## config.mk

```make
export PLATFORM = sky130hd
export DESIGN_NAME = gpx_core
export DESIGN_NICKNAME = d
export VERILOG_FILES = /design/src/rtl/gpx_pkg.sv /design/src/rtl/gpx_sync.sv /design/src/rtl/gpx_addr_match.sv /design/src/rtl/gpx_regs.sv /design/src/rtl/gpx_chg_det.sv /design/src/rtl/gpx_core.sv
export SDC_FILE = /design/constraint.sdc
export NUM_CORES = 1
export LEC_CHECK = 0
export ABC_AREA = 1
export ABC_CLOCK_PERIOD_IN_PS = 3100
export BUFFER_PORTS_ARGS = -buffer_cell sky130_fd_sc_hd__buf_2
export CAP_MARGIN = 20
export CORE_ASPECT_RATIO = 0.6
export CORE_MARGIN = 2
export CORE_UTILIZATION = 50
export CTS_BUF_LIST = sky130_fd_sc_hd__clkbuf_8 sky130_fd_sc_hd__clkbuf_16
export DETAILED_ROUTE_END_ITERATION = 10
export GPL_TIMING_DRIVEN = 0
export MAX_ROUTING_LAYER = met4
export PLACE_DENSITY = 0.75
export SYNTH_ARGS = -nofsm -noshare
export SYNTH_HDL_FRONTEND = slang
export SYNTH_SLANG_ARGS = --single-unit
```

## constraint.sdc

```tcl
create_clock -name clk -period 3.1 [get_ports clk]
set_input_delay 0.465 -clock clk [delete_from_list [all_inputs] [get_ports clk]]
set_output_delay 0.465 -clock clk [all_outputs]
set_load 0.02 [all_outputs]
```

## src/rtl/gpx_pkg.sv

```systemverilog
package gpx_pkg;

    typedef enum logic [1:0] {
        ST_WARM   = 2'd0,
        ST_LOAD   = 2'd1,
        ST_IDLE   = 2'd2,
        ST_ACTIVE = 2'd3
    } gpx_state_e;

    localparam int IDX_W = 2;

    localparam logic [IDX_W-1:0] IDX_INPUT  = 2'd0;
    localparam logic [IDX_W-1:0] IDX_OUTPUT = 2'd1;
    localparam logic [IDX_W-1:0] IDX_POLAR  = 2'd2;
    localparam logic [IDX_W-1:0] IDX_DIR    = 2'd3;

    localparam logic [3:0] BASE_STD = 4'b0100;
    localparam logic [3:0] BASE_ALT = 4'b0111;

    function automatic logic [6:0] tgt_addr_f(input logic alt, input logic [2:0] strap);
        return {(alt ? BASE_ALT : BASE_STD), strap};
    endfunction

endpackage

```

## src/rtl/gpx_sync.sv

```systemverilog
module gpx_sync #(
    parameter int W      = 8,
    parameter int STAGES = 2
) (
    input  logic         clk,
    input  logic         rst_n,
    input  logic [W-1:0] d,
    output logic [W-1:0] q
);

    logic [W-1:0] stg [STAGES];

    genvar s;
    generate
        for (s = 0; s < STAGES; s++) begin : g_stage
            if (s == 0) begin : g_first
                always_ff @(posedge clk or negedge rst_n) begin
                    if (!rst_n) stg[0] <= '0;
                    else        stg[0] <= d;
                end
            end else begin : g_next
                always_ff @(posedge clk or negedge rst_n) begin
                    if (!rst_n) stg[s] <= '0;
                    else        stg[s] <= stg[s-1];
                end
            end
        end
    endgenerate

    assign q = stg[STAGES-1];

endmodule

```

## src/rtl/gpx_addr_match.sv

```systemverilog
module gpx_addr_match
    import gpx_pkg::*;
#(
    parameter bit ALT_BASE = 1'b0
) (
    input  logic [2:0] strap,
    input  logic       addr_vld,
    input  logic [6:0] addr,
    output logic       hit,
    output logic       miss
);

    logic [6:0] own_addr;

    always_comb begin
        own_addr = tgt_addr_f(ALT_BASE, strap);
        hit      = addr_vld && (addr == own_addr);
        miss     = addr_vld && (addr != own_addr);
    end

endmodule

```

## src/rtl/gpx_regs.sv

```systemverilog
module gpx_regs
    import gpx_pkg::*;
#(
    parameter int W = 8
) (
    input  logic             clk,
    input  logic             rst_n,
    input  logic             wr_en,
    input  logic             rd_en,
    input  logic [IDX_W-1:0] idx,
    input  logic [W-1:0]     wr_data,
    input  logic [W-1:0]     pin_view,
    output logic [W-1:0]     out_q,
    output logic [W-1:0]     pol_q,
    output logic [W-1:0]     dir_q,
    output logic [W-1:0]     rd_data
);

    logic [W-1:0] rd_mux;

    always_ff @(posedge clk or negedge rst_n) begin
        if (!rst_n) begin
            out_q <= '1;
            pol_q <= '0;
            dir_q <= '1;
        end else if (wr_en) begin
            unique case (idx)
                IDX_INPUT:  ;
                IDX_OUTPUT: out_q <= wr_data;
                IDX_POLAR:  pol_q <= wr_data;
                IDX_DIR:    dir_q <= wr_data;
            endcase
        end
    end

    always_comb begin
        unique case (idx)
            IDX_INPUT:  rd_mux = pin_view ^ pol_q;
            IDX_OUTPUT: rd_mux = out_q;
            IDX_POLAR:  rd_mux = pol_q;
            IDX_DIR:    rd_mux = dir_q;
        endcase
    end

    always_ff @(posedge clk or negedge rst_n) begin
        if (!rst_n)     rd_data <= '0;
        else if (rd_en) rd_data <= rd_mux;
    end

endmodule

```

## src/rtl/gpx_chg_det.sv

```systemverilog
module gpx_chg_det #(
    parameter int W = 8
) (
    input  logic         clk,
    input  logic         rst_n,
    input  logic         load,
    input  logic         capture,
    input  logic         armed,
    input  logic [W-1:0] pin_view,
    input  logic [W-1:0] dir_q,
    output logic         int_n
);

    logic [W-1:0] snap_q;
    logic [W-1:0] diff;

    always_ff @(posedge clk or negedge rst_n) begin
        if (!rst_n)               snap_q <= '0;
        else if (load || capture) snap_q <= pin_view;
    end

    always_comb begin
        diff  = (pin_view ^ snap_q) & dir_q;
        int_n = !(armed && (|diff));
    end

endmodule

```

## src/rtl/gpx_core.sv

```systemverilog
module gpx_core
    import gpx_pkg::*;
#(
    parameter int W           = 8,
    parameter int SYNC_STAGES = 2,
    parameter bit ALT_BASE    = 1'b0
) (
    input  logic             clk,
    input  logic             rst_n,
    input  logic [2:0]       strap,
    input  logic             addr_vld,
    input  logic [6:0]       addr,
    input  logic             bus_stop,
    input  logic [IDX_W-1:0] reg_idx,
    input  logic             wr_stb,
    input  logic [W-1:0]     wr_data,
    input  logic             rd_stb,
    output logic [W-1:0]     rd_data,
    output logic             addr_ack,
    input  logic [W-1:0]     pin_in,
    output logic [W-1:0]     pin_out,
    output logic [W-1:0]     pin_oe,
    output logic             int_n
);

    localparam int CNT_W = $clog2(SYNC_STAGES + 1);
    localparam logic [CNT_W-1:0] WARM_LAST = CNT_W'(SYNC_STAGES - 1);

    gpx_state_e     state_q, state_d;
    logic [CNT_W-1:0] warm_cnt;
    logic           hit, miss;
    logic [W-1:0]   pin_sync;
    logic [W-1:0]   out_q, pol_q, dir_q;
    logic           acc_en, wr_en, rd_en, snap_load, snap_cap, armed;
    logic           ack_q;

    gpx_sync #(.W(W), .STAGES(SYNC_STAGES)) u_sync (
        .clk   (clk),
        .rst_n (rst_n),
        .d     (pin_in),
        .q     (pin_sync)
    );

    gpx_addr_match #(.ALT_BASE(ALT_BASE)) u_match (
        .strap    (strap),
        .addr_vld (addr_vld),
        .addr     (addr),
        .hit      (hit),
        .miss     (miss)
    );

    // state register
    always_ff @(posedge clk or negedge rst_n) begin
        if (!rst_n) begin
            state_q  <= ST_WARM;
            warm_cnt <= '0;
        end else begin
            state_q <= state_d;
            if (state_q == ST_WARM) warm_cnt <= warm_cnt + 1'b1;
        end
    end

    // next-state logic
    always_comb begin
        state_d = state_q;
        unique case (state_q)
            ST_WARM:   if (warm_cnt == WARM_LAST) state_d = ST_LOAD;
            ST_LOAD:   state_d = ST_IDLE;
            ST_IDLE:   if (hit) state_d = ST_ACTIVE;
            ST_ACTIVE: begin
                if (miss)                      state_d = ST_IDLE;
                else if (bus_stop && !addr_vld) state_d = ST_IDLE;
            end
        endcase
    end

    // state-derived controls
    always_comb begin
        acc_en    = 1'b0;
        snap_load = 1'b0;
        armed     = 1'b0;
        unique case (state_q)
            ST_WARM:   ;
            ST_LOAD:   snap_load = 1'b1;
            ST_IDLE:   armed = 1'b1;
            ST_ACTIVE: begin
                armed  = 1'b1;
                acc_en = 1'b1;
            end
        endcase
        wr_en    = acc_en && wr_stb;
        rd_en    = acc_en && rd_stb;
        snap_cap = rd_en && (reg_idx == IDX_INPUT);
    end

    always_ff @(posedge clk or negedge rst_n) begin
        if (!rst_n) ack_q <= 1'b0;
        else        ack_q <= hit && ((state_q == ST_IDLE) || (state_q == ST_ACTIVE));
    end

    gpx_regs #(.W(W)) u_regs (
        .clk      (clk),
        .rst_n    (rst_n),
        .wr_en    (wr_en),
        .rd_en    (rd_en),
        .idx      (reg_idx),
        .wr_data  (wr_data),
        .pin_view (pin_sync),
        .out_q    (out_q),
        .pol_q    (pol_q),
        .dir_q    (dir_q),
        .rd_data  (rd_data)
    );

    gpx_chg_det #(.W(W)) u_chg (
        .clk      (clk),
        .rst_n    (rst_n),
        .load     (snap_load),
        .capture  (snap_cap),
        .armed    (armed),
        .pin_view (pin_sync),
        .dir_q    (dir_q),
        .int_n    (int_n)
    );

    assign addr_ack = ack_q;
    assign pin_out  = out_q;
    assign pin_oe   = ~dir_q;

endmodule

```

==> results.tsv <==
stage	metric	value	unit
floorplan	DIE HEIGHT	61.5	µm
logic_synthesis	dominant synthesized flop cell	dfrtp_1	
hold_path	min-delay worst type	in -> async	
critical_path	CP Capture Type	output pin	
global_route	global-route wire length before repair	11000	µm
route	initial DRC count	202	
logic_synthesis	syn nets	349	
logic_synthesis	register area share after synthesis	56.1	%
logic_synthesis	most frequent cell after synthesis	nand2_1	
place	Cell Area, Placed	3150	µm²
global_route	largest net degree at the start of global routing	36	
sta	Final Hold Vio Count	0	
logic_synthesis	Cell variety after synth	27	
sta	worst hold slack	0.124	ns
place	cell total after placement	440	
pwr	Max VDD drop	0.332	mV
critical_path	FF-to-FF Start	state_q[0]	
layout	area delta synth->final	21.7	%
global_route	GRT Total Usage	25.8	%
logic_synthesis	Synth Register Bits	61	
clock_network	post-CTS sizing	0	
global_route	vias in the first global route	2187	
logic_synthesis	ranking of synthesized cells by area	dfrtp_1 41%, dfstp_2 15%, nand2_1 13%	
critical_path	CP startpoint kind	register	
clock_network	postcts setup bufs	0	
critical_path	CP Class	reg -> out	
logic_synthesis	Async SR Flop Fraction	100	%
logic_synthesis	Avg Inst Size Synth	8.77	µm²
logic_synthesis	Syn Std Cell Area	2760	µm²
logic_synthesis	most area-hungry cell type in the Yosys netlist	dfrtp_1	
critical_path	CP arrival	1.59	ns
logic_synthesis	cell count after synthesis	314	
clock_network	Root Buffer Master	clkbuf_8	
route	antenna-violating nets left	0	
layout	# nets final	420	
clock_network	CTS tree	done	
route	via/cell ratio	5.11	
place	Detail Placement HPWL	4810	µm
logic_synthesis	top post-synthesis cells by count	96 x nand2_1, 45 x dfrtp_1, 42 x inv_1	
clock_network	Worst-Skew Late Latency	0.34	ns
pwr	PwrDens	535	nW/µm²
layout	# diodes	0	
sta	final setup fails	0	
critical_path	Crit. Startpoint	u_regs.dir_q[7]	
critical_path	Worst EP required	2.63	ns
sta	final worst-path cycle share	66.3	%
route	# DRC	0	
floorplan	site row count	20	
sta	Setup TNS	0	ns
clock_network	Post-CTS Hold Fix Bufs	0	
global_route	grt met2 use	38.5	%
floorplan	Die Width	99.8	µm
place	RePlAce Congestion	0.835	
clock_network	CTS Buf Count	9	
floorplan	top-level I/O count	60	
sta	Slew headroom	60.4	%
clock_network	Clk pin slew, worst setup/hold paths	0.07	ns
global_route	GR Util met1	35.0	%
logic_synthesis	Synth Warn #	0	
clock_network	Sink Count	61	
floorplan	Die ar.	6140	µm²
sta	Period minus WS final	2.05	ns
layout	post-layout util	64.7	%
global_route	initial antenna violation count	0	
route	wirelength, routed	6710	µm
place	I/O Buffers	59	
layout	Design Area, Final	3350	µm²
layout	Non-Filler Instances	456	
clock_network	htree depth	3	
global_route	gr busiest metal	met2	
route	via count	2329	
global_route	Overflow after GRT	0	
flow_run	Max Cap Viol	0	
layout	share of layout cells above drive strength 1	29.0	%
sta	RSZ-0062 raised after global routing	false	
sta	Max Clock Skew	0.00719	ns
route	DR pass1 iterations	5	
clock_network	clk buf depth	2	
critical_path	crit path to	int_n	
critical_path	FF-to-FF End	u_regs.pol_q[4]	
floorplan	Core ar.	5180	µm²
sta	Max Clk Rate	487	MHz
outcome	status	completed	
critical_path	path depth of the worst reg2reg path	6	
pwr	Lkg Pwr	1.84	nW
critical_path	Worst R2R Setup Slack	1.58	ns
critical_path	crit-path max FO	4	
route	Wirelength per Cell	14.7	µm
sta	fin. max-slew vios	0	
global_route	met3 GRT Util	7.38	%
sta	Worst-Margin Slew	0.595	ns
logic_synthesis	share of the synthesized area in the top cell type	40.9	%
floorplan	Starting Density	53.2	%
logic_synthesis	number of synthesized flops with an enable pin	0	
state kept, by name, summed over array words and instances, names as in the netlist:
register / cells
u_chg.snap_q: 8
u_sync.q: 8
warm_cnt: 2
addr_ack: 1
u_regs.dir_q: 8
u_regs.pol_q: 8
u_regs.out_q: 8
state_q: 2
u_regs.rd_data: 8
u_sync.stg: 8
cells in the final DEF (no fill, tap or decap), drive strengths merged:
cell type,n
nand2,99
buf,64
o21ai,46
dfrtp,45
inv,44
nor2,21
nand3,18
dfstp,16
clkbuf,10
o211ai,8
a21oi,5
clkinv,3
clkinvlp,3
nor3,2
o21a,1
or2,1
a22oi,1
xor2,1
ha,1
bufinv,1
where the power goes:
group          internal (mW)  switching [mW]
Combinational         0.0745           0.139
Clock                  0.389           0.309
Sequential             0.855          0.0296
Total                   1.32           0.477
critical path, cell delays in order, from the launching register on:
cell     delay, ns
dfstp_2       0.51
inv_1         0.07
a21oi_1       0.14
o21ai_0       0.11
nand2_1       0.08
nor2_1        0.07
nand2_1       0.06
nand2_1       0.04
buf_2         0.16
how the worst min path moves through the flow:
stage,start,to,slack (ns),cells past startpoint
finish,rst_n,u_sync.stg[11],0.12,1
global route,rst_n,u_sync.stg[10],0.16,1
CTS,rst_n,u_sync.stg[11],0.14,1
detailed placement,u_sync.stg[12],u_sync.q[4],0.33,0
global placement,u_sync.stg[12],u_sync.q[4],0.33,0
floorplan,rst_n,addr_ack,0.17,0
cells by family after synthesis:
kind of cell	after synthesis	share of synthesized area, %
AO/OA/AOI/OAI	61	13.0
XOR/XNOR	1	0.318
adder cells (fa/ha/maj)	1	0.454
buffers and inverters	49	7.45
flip-flops	61	56.1
AND/OR/NAND/NOR	141	22.6
per-layer routing:
layer  vias up  wire [µm]
met3         6        527
met1      1098       3180
met5         -          0
li1       1136          -
met2        89       2960
met4         0         46
metrics by stage:
stage	worst slack (ns)	total power, mW
after floorplan	1.56	1.01
after global placement	1.36	1.10
after detailed placement	1.30	1.11
after CTS	1.02	1.81
after global routing	0.911	1.87
final	1.05	1.80
final cells by class:
type,instances,area [µm²]
Fill cell,436,1830
Sequential cell,61,1550
Multi-Input combinational cell,204,1000
Timing Repair Buffer,60,315
Inverter,45,170
Clock buffer,10,138
Tap cell,66,82.6
Clock inverter,6,62.6
Buffer,4,35.0
(Power assumes the default switching activity.)
